$ cat config.mk
export PLATFORM = sky130hd
export DESIGN_NAME = move_engine
export DESIGN_NICKNAME = d
export VERILOG_FILES = /design/src/rtl/move_pkg.sv /design/src/rtl/move_ctrl.sv /design/src/rtl/move_dp.sv /design/src/rtl/move_engine.sv
export SDC_FILE = /design/constraint.sdc
export NUM_CORES = 1
export LEC_CHECK = 0
export BUFFER_PORTS_ARGS = -buffer_cell sky130_fd_sc_hd__buf_2
export CAP_MARGIN = 30
export CORE_UTILIZATION = 33
export CTS_CLUSTER_DIAMETER = 80
export DETAILED_ROUTE_END_ITERATION = 8
export GPL_TIMING_DRIVEN = 0
export SYNTH_ARGS = -nofsm -noshare
export SYNTH_HDL_FRONTEND = slang
export SYNTH_HIERARCHICAL = 1
export SYNTH_SLANG_ARGS = --single-unit
export TNS_END_PERCENT = 5
$ cat constraint.sdc
create_clock -name clk -period 6.7 [get_ports clk]
set_clock_uncertainty 0.05 [all_clocks]
set_input_delay 1.34 -clock clk [delete_from_list [all_inputs] [get_ports clk]]
set_output_delay 1.34 -clock clk [all_outputs]
set_load 0.01 [all_outputs]
$ cat src/rtl/move_pkg.sv
package move_pkg;

  localparam int ADDR_W    = 8;
  localparam int INSTR_W   = 1 + 3 * ADDR_W;
  localparam int ROM_WORDS = 16;
  localparam int RAM_WORDS = 16;
  localparam int ROM_IDX_W = $clog2(ROM_WORDS);
  localparam int RAM_IDX_W = $clog2(RAM_WORDS);

  localparam logic [ADDR_W-1:0] ROM_BASE = 8'h00;
  localparam logic [ADDR_W-1:0] ROM_LAST = 8'h0F;
  localparam logic [ADDR_W-1:0] RAM_BASE = 8'h10;
  localparam logic [ADDR_W-1:0] RAM_LAST = 8'h1F;
  localparam logic [ADDR_W-1:0] CYC_ADDR = 8'h20;
  localparam logic [ADDR_W-1:0] PEA_ADDR = 8'h30;
  localparam logic [ADDR_W-1:0] PEB_ADDR = 8'h31;
  localparam logic [ADDR_W-1:0] SUM_ADDR = 8'h32;
  localparam logic [ADDR_W-1:0] IN_ADDR  = 8'h40;
  localparam logic [ADDR_W-1:0] OUT_ADDR = 8'h41;

  typedef enum logic [3:0] {
    SEC_NONE, SEC_ROM, SEC_RAM, SEC_CYC, SEC_PEA, SEC_PEB, SEC_SUM, SEC_IN, SEC_OUT
  } sec_e;

  typedef struct packed {
    logic              rdEn;
    logic              wrEn;
    logic [ADDR_W-1:0] condAddr;
    logic [ADDR_W-1:0] srcAddr;
    logic [ADDR_W-1:0] dstAddr;
  } strobe_t;

  function automatic sec_e decodeSec(input logic [ADDR_W-1:0] a);
    sec_e s;
    if (a >= ROM_BASE && a <= ROM_LAST)      s = SEC_ROM;
    else if (a >= RAM_BASE && a <= RAM_LAST) s = SEC_RAM;
    else if (a == CYC_ADDR)                  s = SEC_CYC;
    else if (a == PEA_ADDR)                  s = SEC_PEA;
    else if (a == PEB_ADDR)                  s = SEC_PEB;
    else if (a == SUM_ADDR)                  s = SEC_SUM;
    else if (a == IN_ADDR)                   s = SEC_IN;
    else if (a == OUT_ADDR)                  s = SEC_OUT;
    else                                     s = SEC_NONE;
    return s;
  endfunction

endpackage

$ cat src/rtl/move_ctrl.sv
module move_ctrl import move_pkg::*; #(
  parameter int DATA_W     = 16,
  parameter int PROG_DEPTH = 16
) (
  input  logic                          clk,
  input  logic                          rst,
  input  logic                          halt,
  input  logic                          progWe,
  input  logic [$clog2(PROG_DEPTH)-1:0] progAddr,
  input  logic [INSTR_W-1:0]            progData,
  input  logic [DATA_W-1:0]             condWord,
  output strobe_t                       strb,
  output logic [$clog2(PROG_DEPTH)-1:0] pc
);

  localparam int PC_W = $clog2(PROG_DEPTH);
  localparam logic [PC_W-1:0] LAST_SLOT = PC_W'(PROG_DEPTH - 1);

  typedef enum logic {PH_READ, PH_WRITE} phase_e;

  logic [INSTR_W-1:0] imem [PROG_DEPTH];
  logic [INSTR_W-1:0] instr;
  phase_e             phase;
  logic               goReg;
  logic               condEn;
  logic               go;

  always_ff @(posedge clk) begin
    if (progWe) imem[progAddr] <= progData;
  end

  assign instr  = imem[pc];
  assign condEn = instr[INSTR_W-1];
  assign go     = !condEn || (condWord != '0);

  always_ff @(posedge clk) begin
    if (rst) begin
      pc    <= '0;
      phase <= PH_READ;
      goReg <= 1'b0;
    end else if (!halt) begin
      if (phase == PH_READ) begin
        goReg <= go;
        phase <= PH_WRITE;
      end else begin
        phase <= PH_READ;
        pc    <= (pc == LAST_SLOT) ? '0 : pc + 1'b1;
      end
    end
  end

  always_comb begin
    strb.rdEn     = !halt && (phase == PH_READ) && go;
    strb.wrEn     = !halt && (phase == PH_WRITE) && goReg;
    strb.condAddr = instr[3*ADDR_W-1:2*ADDR_W];
    strb.srcAddr  = instr[2*ADDR_W-1:ADDR_W];
    strb.dstAddr  = instr[ADDR_W-1:0];
  end

  // after an unhalted write cycle the slot advances by one, wrapping at the end
  p_pc_wrap_r2: assert property (@(posedge clk) disable iff (rst)
    (!halt && phase == PH_WRITE) |=>
      (pc == (($past(pc) == LAST_SLOT) ? '0 : $past(pc) + 1'b1)));

  // read and write strobes never coincide
  p_one_phase_r2: assert property (@(posedge clk) disable iff (rst)
    !(strb.rdEn && strb.wrEn));

  // halt freezes the sequencer
  p_halt_hold_r9: assert property (@(posedge clk) disable iff (rst)
    halt |=> ($stable(pc) && $stable(phase)));

endmodule

$ cat src/rtl/move_dp.sv
module move_dp import move_pkg::*; #(
  parameter int DATA_W    = 16,
  parameter int CYC_DEPTH = 4
) (
  input  logic              clk,
  input  logic              rst,
  input  strobe_t           strb,
  input  logic [DATA_W-1:0] inData,
  output logic [DATA_W-1:0] condWord,
  output logic [DATA_W-1:0] outData,
  output logic              outValid,
  output logic              romErr
);

  localparam int CYC_PTR_W = (CYC_DEPTH > 1) ? $clog2(CYC_DEPTH) : 1;
  localparam logic [CYC_PTR_W-1:0] CYC_LAST = CYC_PTR_W'(CYC_DEPTH - 1);

  logic [DATA_W-1:0]    ramMem [RAM_WORDS];
  logic [RAM_WORDS-1:0] ramValid;
  logic [DATA_W-1:0]    cycMem [CYC_DEPTH];
  logic [CYC_PTR_W-1:0] rdPtr, wrPtr;
  logic [DATA_W-1:0]    peA, peB, peSum;
  logic                 peWrote;
  logic [DATA_W-1:0]    moveData;
  logic [DATA_W-1:0]    srcWord;
  sec_e                 srcSec, dstSec;
  logic [RAM_IDX_W-1:0] srcRamIdx, dstRamIdx;

  function automatic logic [CYC_PTR_W-1:0] nextPtr(input logic [CYC_PTR_W-1:0] p);
    return (p == CYC_LAST) ? '0 : p + 1'b1;
  endfunction

  function automatic logic [DATA_W-1:0] romWord(input logic [ROM_IDX_W-1:0] i);
    return DATA_W'(5 * int'(i) + 3);
  endfunction

  function automatic logic [DATA_W-1:0] peek(input logic [ADDR_W-1:0] a);
    logic [DATA_W-1:0]    w;
    logic [RAM_IDX_W-1:0] ri;
    ri = RAM_IDX_W'(a - RAM_BASE);
    case (decodeSec(a))
      SEC_ROM: w = romWord(ROM_IDX_W'(a - ROM_BASE));
      SEC_RAM: w = ramValid[ri] ? ramMem[ri] : '0;
      SEC_CYC: w = cycMem[rdPtr];
      SEC_PEA: w = peA;
      SEC_PEB: w = peB;
      SEC_SUM: w = peSum;
      SEC_IN:  w = inData;
      SEC_OUT: w = outData;
      default: w = '0;
    endcase
    return w;
  endfunction

  assign srcSec    = decodeSec(strb.srcAddr);
  assign dstSec    = decodeSec(strb.dstAddr);
  assign srcRamIdx = RAM_IDX_W'(strb.srcAddr - RAM_BASE);
  assign dstRamIdx = RAM_IDX_W'(strb.dstAddr - RAM_BASE);
  assign condWord  = peek(strb.condAddr);
  assign srcWord   = peek(strb.srcAddr);

  always_ff @(posedge clk) begin
    if (!rst && strb.wrEn && dstSec == SEC_RAM) ramMem[dstRamIdx] <= moveData;
  end

  always_ff @(posedge clk) begin
    if (rst) begin
      ramValid <= '0;
      rdPtr    <= '0;
      wrPtr    <= '0;
      for (int i = 0; i < CYC_DEPTH; i++) cycMem[i] <= '0;
      peA      <= '0;
      peB      <= '0;
      peSum    <= '0;
      peWrote  <= 1'b0;
      moveData <= '0;
      outData  <= '0;
      outValid <= 1'b0;
      romErr   <= 1'b0;
    end else begin
      outValid <= 1'b0;
      romErr   <= 1'b0;
      peWrote  <= 1'b0;
      if (peWrote) peSum <= peA + peB;
      if (strb.rdEn) begin
        moveData <= srcWord;
        if (srcSec == SEC_CYC) rdPtr <= nextPtr(rdPtr);
      end
      if (strb.wrEn) begin
        case (dstSec)
          SEC_ROM: romErr <= 1'b1;
          SEC_RAM: ramValid[dstRamIdx] <= 1'b1;
          SEC_CYC: begin
            cycMem[wrPtr] <= moveData;
            wrPtr         <= nextPtr(wrPtr);
          end
          SEC_PEA: begin
            peA     <= moveData;
            peWrote <= 1'b1;
          end
          SEC_PEB: begin
            peB     <= moveData;
            peWrote <= 1'b1;
          end
          SEC_OUT: begin
            outData  <= moveData;
            outValid <= 1'b1;
          end
          default: ;
        endcase
      end
    end
  end

  // one cycle after an input write the sum cell holds the sum of both inputs
  p_sum_follow_r7: assert property (@(posedge clk) disable iff (rst)
    (strb.wrEn && (dstSec == SEC_PEA || dstSec == SEC_PEB)) |=> ##1 (peSum == peA + peB));

  // the constant-write flag is a single-cycle pulse
  p_rom_pulse_r4: assert property (@(posedge clk) disable iff (rst)
    romErr |=> !romErr);

  // the output strobe lasts one cycle
  p_out_pulse_r8: assert property (@(posedge clk) disable iff (rst)
    outValid |=> !outValid);

  // the read pointer only ever steps by one position, modulo the depth
  p_cyc_step_r6: assert property (@(posedge clk) disable iff (rst)
    (rdPtr != $past(rdPtr)) |-> (rdPtr == nextPtr($past(rdPtr))));

  // an unwritten RAM word is read as zero
  p_ram_blank_r5: assert property (@(posedge clk) disable iff (rst)
    (strb.rdEn && srcSec == SEC_RAM && !ramValid[srcRamIdx]) |=> (moveData == '0));

endmodule

$ cat src/rtl/move_engine.sv
module move_engine import move_pkg::*; #(
  parameter int DATA_W     = 16,
  parameter int PROG_DEPTH = 16,
  parameter int CYC_DEPTH  = 4
) (
  input  logic                          clk,
  input  logic                          rst,
  input  logic                          halt,
  input  logic                          progWe,
  input  logic [$clog2(PROG_DEPTH)-1:0] progAddr,
  input  logic [INSTR_W-1:0]            progData,
  input  logic [DATA_W-1:0]             inData,
  output logic [DATA_W-1:0]             outData,
  output logic                          outValid,
  output logic                          romErr,
  output logic [$clog2(PROG_DEPTH)-1:0] pcOut
);

  strobe_t           strb;
  logic [DATA_W-1:0] condWord;

  move_ctrl #(.DATA_W(DATA_W), .PROG_DEPTH(PROG_DEPTH)) u_ctrl (
    .clk      (clk),
    .rst      (rst),
    .halt     (halt),
    .progWe   (progWe),
    .progAddr (progAddr),
    .progData (progData),
    .condWord (condWord),
    .strb     (strb),
    .pc       (pcOut)
  );

  move_dp #(.DATA_W(DATA_W), .CYC_DEPTH(CYC_DEPTH)) u_dp (
    .clk      (clk),
    .rst      (rst),
    .strb     (strb),
    .inData   (inData),
    .condWord (condWord),
    .outData  (outData),
    .outValid (outValid),
    .romErr   (romErr)
  );

endmodule

Word-level counts from Yosys, hierarchy flattened:

Memory sizes are Yosys's and may differ from the RTL's. A register that Yosys moved wholly into a read port is not among the register bits.
Index checks and enable logic that the tools add are counted.

* bits in registers: 109
* bits of input ports: 49
* memories kept: 3
* bits in writable memories: 720

Memories
* u_ctrl.imem: depth 16, width 25, rd ports 1, clocked after Yosys merged registers in 1, write ports 1, line move_ctrl.sv:21 `logic [INSTR_W-1:0] imem [PROG_DEPTH];`
* u_dp.ramMem: depth 16, width 16, rd ports 2, clocked after Yosys merged registers in 0, write ports 1, line move_dp.sv:18 `logic [DATA_W-1:0] ramMem [RAM_WORDS];`
* u_dp.cycMem: depth 4, width 16, rd ports 1, clocked after Yosys merged registers in 1, write ports 4, line move_dp.sv:20 `logic [DATA_W-1:0] cycMem [CYC_DEPTH];`

* reductions and logical operators: 29
* bitwise gates (word level): 4
* equality and inequality tests: 43
* add/sub/neg operators: 9
* $mul: 2
* order comparisons: 16
* muxes and demuxes: 58

Operators by type and width (number)
* case mux 16 bit (8 select lines): 2
* 2-to-1 mux 4 bit: 27
* == test 8 x 6 -> 1 bit, second input constant: 12
* == test 8 x 7 -> 1 bit, second input constant: 6
* 2-to-1 mux 16 bit: 3
* == test 4 x 3 -> 1 bit, second input constant: 10
* adder 16 x 3 -> 16 bit, second input constant: 2
* == test 4 x 2 -> 1 bit, second input constant: 6
* greater-or-equal comparator 8 x 1 -> 1 bit, second input constant: 3
* greater-or-equal comparator 8 x 5 -> 1 bit, second input constant: 3
* <= comparator 8 x 4 -> 1 bit, second input constant: 3
* <= comparator 8 x 5 -> 1 bit, second input constant: 3
* 2-to-1 mux 1 bit: 18
* adder 16 bit: 1
* == test 4 bit, second input constant: 4
* OR 16 bit: 1
* AND reduction 2 bit: 8
* nonzero test 16 bit: 1
* OR reduction 16 bit: 1
* less-than comparator 4 x 5 -> 1 bit, second input constant: 3
* multiplier 3 x 4 -> 7 bit, first input constant: 2
* logical AND 1 bit: 13
* == test 4 x 1 -> 1 bit, second input constant: 3
* subtractor 4 x 1 -> 4 bit, second input constant: 3
* 11 further kinds: 23

Depth between registers and ports, before layout:

* depth in word-level cells: 17
* depth in mapped cells: 28
* depth with buffers taken out: 22

Cells and area by module:

The synthesis kept the hierarchy.

By module, submodules not included
* move_dp: cells an instance 1483, seq. area each 11711.2 um2, area each 21295.4 um2, instances 1
* move_ctrl: cells an instance 631, seq. area each 12211.7 um2, area each 15517.4 um2, instances 1

Least setup slack after synthesis:

OpenSTA, ideal clock, no wires.

* path kind: reg2reg
* start: reg with a tool-made name
* end: reg u_dp.moveData[12]
* data arrival time: 5.714 ns
* setup slack: 0.820 ns
* required time: 6.534 ns
* stages on the path, launching flop included: 25
* cells stage by stage: dfxtp_1 -> buf_2 -> clkbuf_1 -> mux4_2 -> mux4_2 -> clkbuf_1 -> buf_2 -> buf_1 -> inv_1 -> ha_1 -> nor4b_1 -> clkbuf_1 -> a222oi_1 -> nand4_1 -> nor4_1 -> nand4_1 -> nor3_1 -> nor4_1 -> clkbuf_1 -> inv_1 -> clkbuf_1 -> a222oi_1 -> o21ai_0 -> a21oi_1 -> nor2_1

RTL lines
* to (signal assigned): line move_dp.sv:86 `moveData <= srcWord;`
* to (decl): line move_dp.sv:24 `logic [DATA_W-1:0] moveData;`

==> metrics <==
Most used DFF post-synth=edfxtp_1; Yosys cell types=71; Netlist Area Pre-Place=36800 um2; Post-DP HPWL=77900 um; commonest cells after routing, fill and taps aside=edfxtp_1, mux4_2, dfxtp_1, nor2_1, buf_2; number of synthesized register bits=835; WL final=109000 um; post-synthesis sequential area ratio=0.650; IO Pins=71; Setup WS pre-CTS=-3.02 ns; cts hold-fix bufs=0; Pins Over Slew Limit=0; Critical Path, Cell by Cell=buf_8 > buf_12 > mux4_2 > mux4_2 > buf_2 > buf_4 > buf_4 > mux4_2 > mux4_2 > nand3_1 > nand4_1 > nor4_1 > nand4_1 > buf_4 > nor4_2 > nor4_2 > buf_4 > a31o_2 > a31oi_4 > clkbuf_4 > o21ai_0 > a31oi_1; WHS Endpoint=u_dp/ramValid[0]; status=finished, final reports clean; CP max-delay cell=mux4_2; CP bufs+invs=8; hold slack=0.444 ns; CTS H-tree lvls=3; Routability Congestion=0.946; largest reg by FF count=u_ctrl/imem; P_sw=2.47 mW; Peak VDD IR=0.224 mV; crit path time final=6.50 ns; Clock Tree Buf Depth=3; total die area=113000 um2; Max Fanout on Critical Path=10; Setup CP Type=flop to flop; synth warn=6; Initial Util=0.333; Max stage delay on crit path=0.57 ns; startpoint types=flop; placed cell area=40200 um2; core area=111000 um2; drt drc=0; DRT antenna net count=0; placed cell count=3728; Clock Latency Late Sink=0.67 ns; min-delay src=u_dp/ramValid[0]; Fin. Hold Viols=0; share of layout cells above drive strength 1=0.300; final worst slack=0.199 ns; clk slew on worst S/H paths=0.06 ns; reg2reg path depth=22; Sw Share=0.223; post-route cell area=43500 um2; Clock power frac=0.429; Via Count=21900; Routed WL per cell=27.8 um; total power=11.1 mW; Die Wd=336 um; Layout area overhead=18.1%; CP endpoint kind=flop; TritonCTS Buffers=87; design internal power=8.61 mW; # rows=122; Via density=5.61; Leak=14.0 nW; asr flop ratio synth=0; Setup-failing EPs final=0; first-pass GRT wire length=156000 um; TritonCTS clock tree=done; most common cell after layout, fill and taps aside=edfxtp_1; I/O Buffers=70; part of the cycle the worst path needs=0.970; Congestion Overflow GR=0; Clock Root Buffer=clkbuf_16; Post-synth EDFFs=720; initial antenna violation count=6; combinational power share=0.057; nets@finish=2427; worst endpoint required time=7.23 ns; GRT Util Overall=0.192; pwr dens=255 nW/um2; r2r setup slk=0.20 ns; Relative slew margins=0.198; FF/Latch Area=23900 um2; Slew @ Worst Pin=1.19 ns; drt first-iter violations=2846; Top Registers=u_ctrl/imem: 400 flops, u_dp/ramMem: 256 flops, u_dp/cycMem: 64 flops; Avg Inst Size Synth=17.4 um2; Fmax=154 MHz; first drt pass iteration count=8; sequential share of power=0.514; number of global-route vias before repair=22100; Multi-input gate area=12500 um2; pin count of the biggest net entering global routing=26; syn nets=2204; worst min path class=flop to flop; clock sink count=835; Finished Layout Cells=3902; Hold Path Depth=2; max reg flops=400; fillcell total=9956; Mapped Cells=2114; Max-cap violations=0; worst r2r dst=u_dp/moveData[4]; Critical Path AT=7.03 ns; Top delay family on crit path=multiplexers; Die Y=336 um
-- power groups by stage --
| stage | clock [mW] | sequential, mW | combinational [mW] |
|---|---|---|---|
| final | 4.75 | 5.70 | 0.628 |
| after global placement | 0 | 5.81 | 0.572 |
| after floorplan | 0 | 5.80 | 0.356 |
| after CTS | 4.84 | 5.70 | 0.620 |
| after global routing | 5.03 | 5.70 | 0.661 |
| after detailed placement | 0 | 5.81 | 0.606 |
-- logic make-up after synthesis --
kind of cell	Yosys count	share of synthesized area
DFF	835	0.650
and+or+nand+nor	417	0.0576
muxes	395	0.207
AOI/OAI and AO/OA	246	0.0478
buffers and inverters	160	0.0184
adders and majority gates	42	0.0149
xor gates and xnor gates	19	0.00452
-- worst register-to-register path: cells and delay by family, from the launching register on --
kind,cells,cell delay (ns)
AOI/OAI and AO/OA,4,0.76
buffers and inverters,8,1.74
DFF,1,0.40
muxes,4,2.16
and+or+nand+nor,6,1.30
-- layout make-up --
cell class / count / area share
Clock buffer: 109 / 0.0534
Sequential cell: 835 / 0.550
Antenna cell: 3 / 0.000173
Multi-Input combinational cell: 1119 / 0.288
Tap cell: 1488 / 0.0428
Buffer: 122 / 0.0159
Timing Repair Buffer: 139 / 0.0351
Inverter: 33 / 0.00285
Clock inverter: 54 / 0.0113
-- cell usage after synthesis (21+ instances only) --
master,instances,area (um2)
mux4_2,290,6530
mux2_2,30,338
nand3_1,30,150
nand2_1,82,308
inv_1,33,124
a21oi_1,34,170
o21ai_0,43,215
clkbuf_1,73,274
edfxtp_1,720,21600
mux2i_1,75,751
dfxtp_1,115,2300
nor2_1,127,477
buf_2,22,110
ha_1,38,475
a22o_1,21,184
and2_1,68,425
-- what timing repair did --
| item | CTS | global route |
|---|---|---|
| endpoints found under the setup margin | 21 | 15 |
| setup buffers | 5 | 2 |
| pin swaps | 1 | 0 |
| gates resized for setup | 64 | 37 |
| cloned | 0 | 0 |
-- per-stage QoR --
step | util | setup TNS [ns]
2_1_floorplan | - | 0
3_3_place_gp | 0.353 | -68.06
3_5_place_dp | 0.363 | -49.88
4_1_cts | 0.390 | 0
5_1_grt | 0.393 | -0.0469
6_report | 0.393 | 0
-- worst max path at each step --
stage	startpoint	to	slack (ns)	cells after the start
5_1_grt	flop	u_dp/moveData[11]	-0.02	23
6_report	flop	u_dp/moveData[4]	0.20	22
2_1_floorplan	flop	u_dp/moveData[12]	0.82	24
3_5_place_dp	flop	u_dp/moveData[12]	-3.02	26
3_3_place_gp	flop	u_dp/moveData[12]	-3.93	24
4_1_cts	flop	u_dp/moveData[11]	0.0003	16
-- metal layers --
metal | track usage | routed length (um) | vias up
li1 | - | - | 9169
met1 | 0.250 | 43300 | 11500
met2 | 0.321 | 53500 | 986
met3 | 0.0317 | 7890 | 222
met4 | 0.0706 | 3880 | 4
met5 | 0 | 27 | -
No activity file was read; power rests on OpenSTA's default activity.
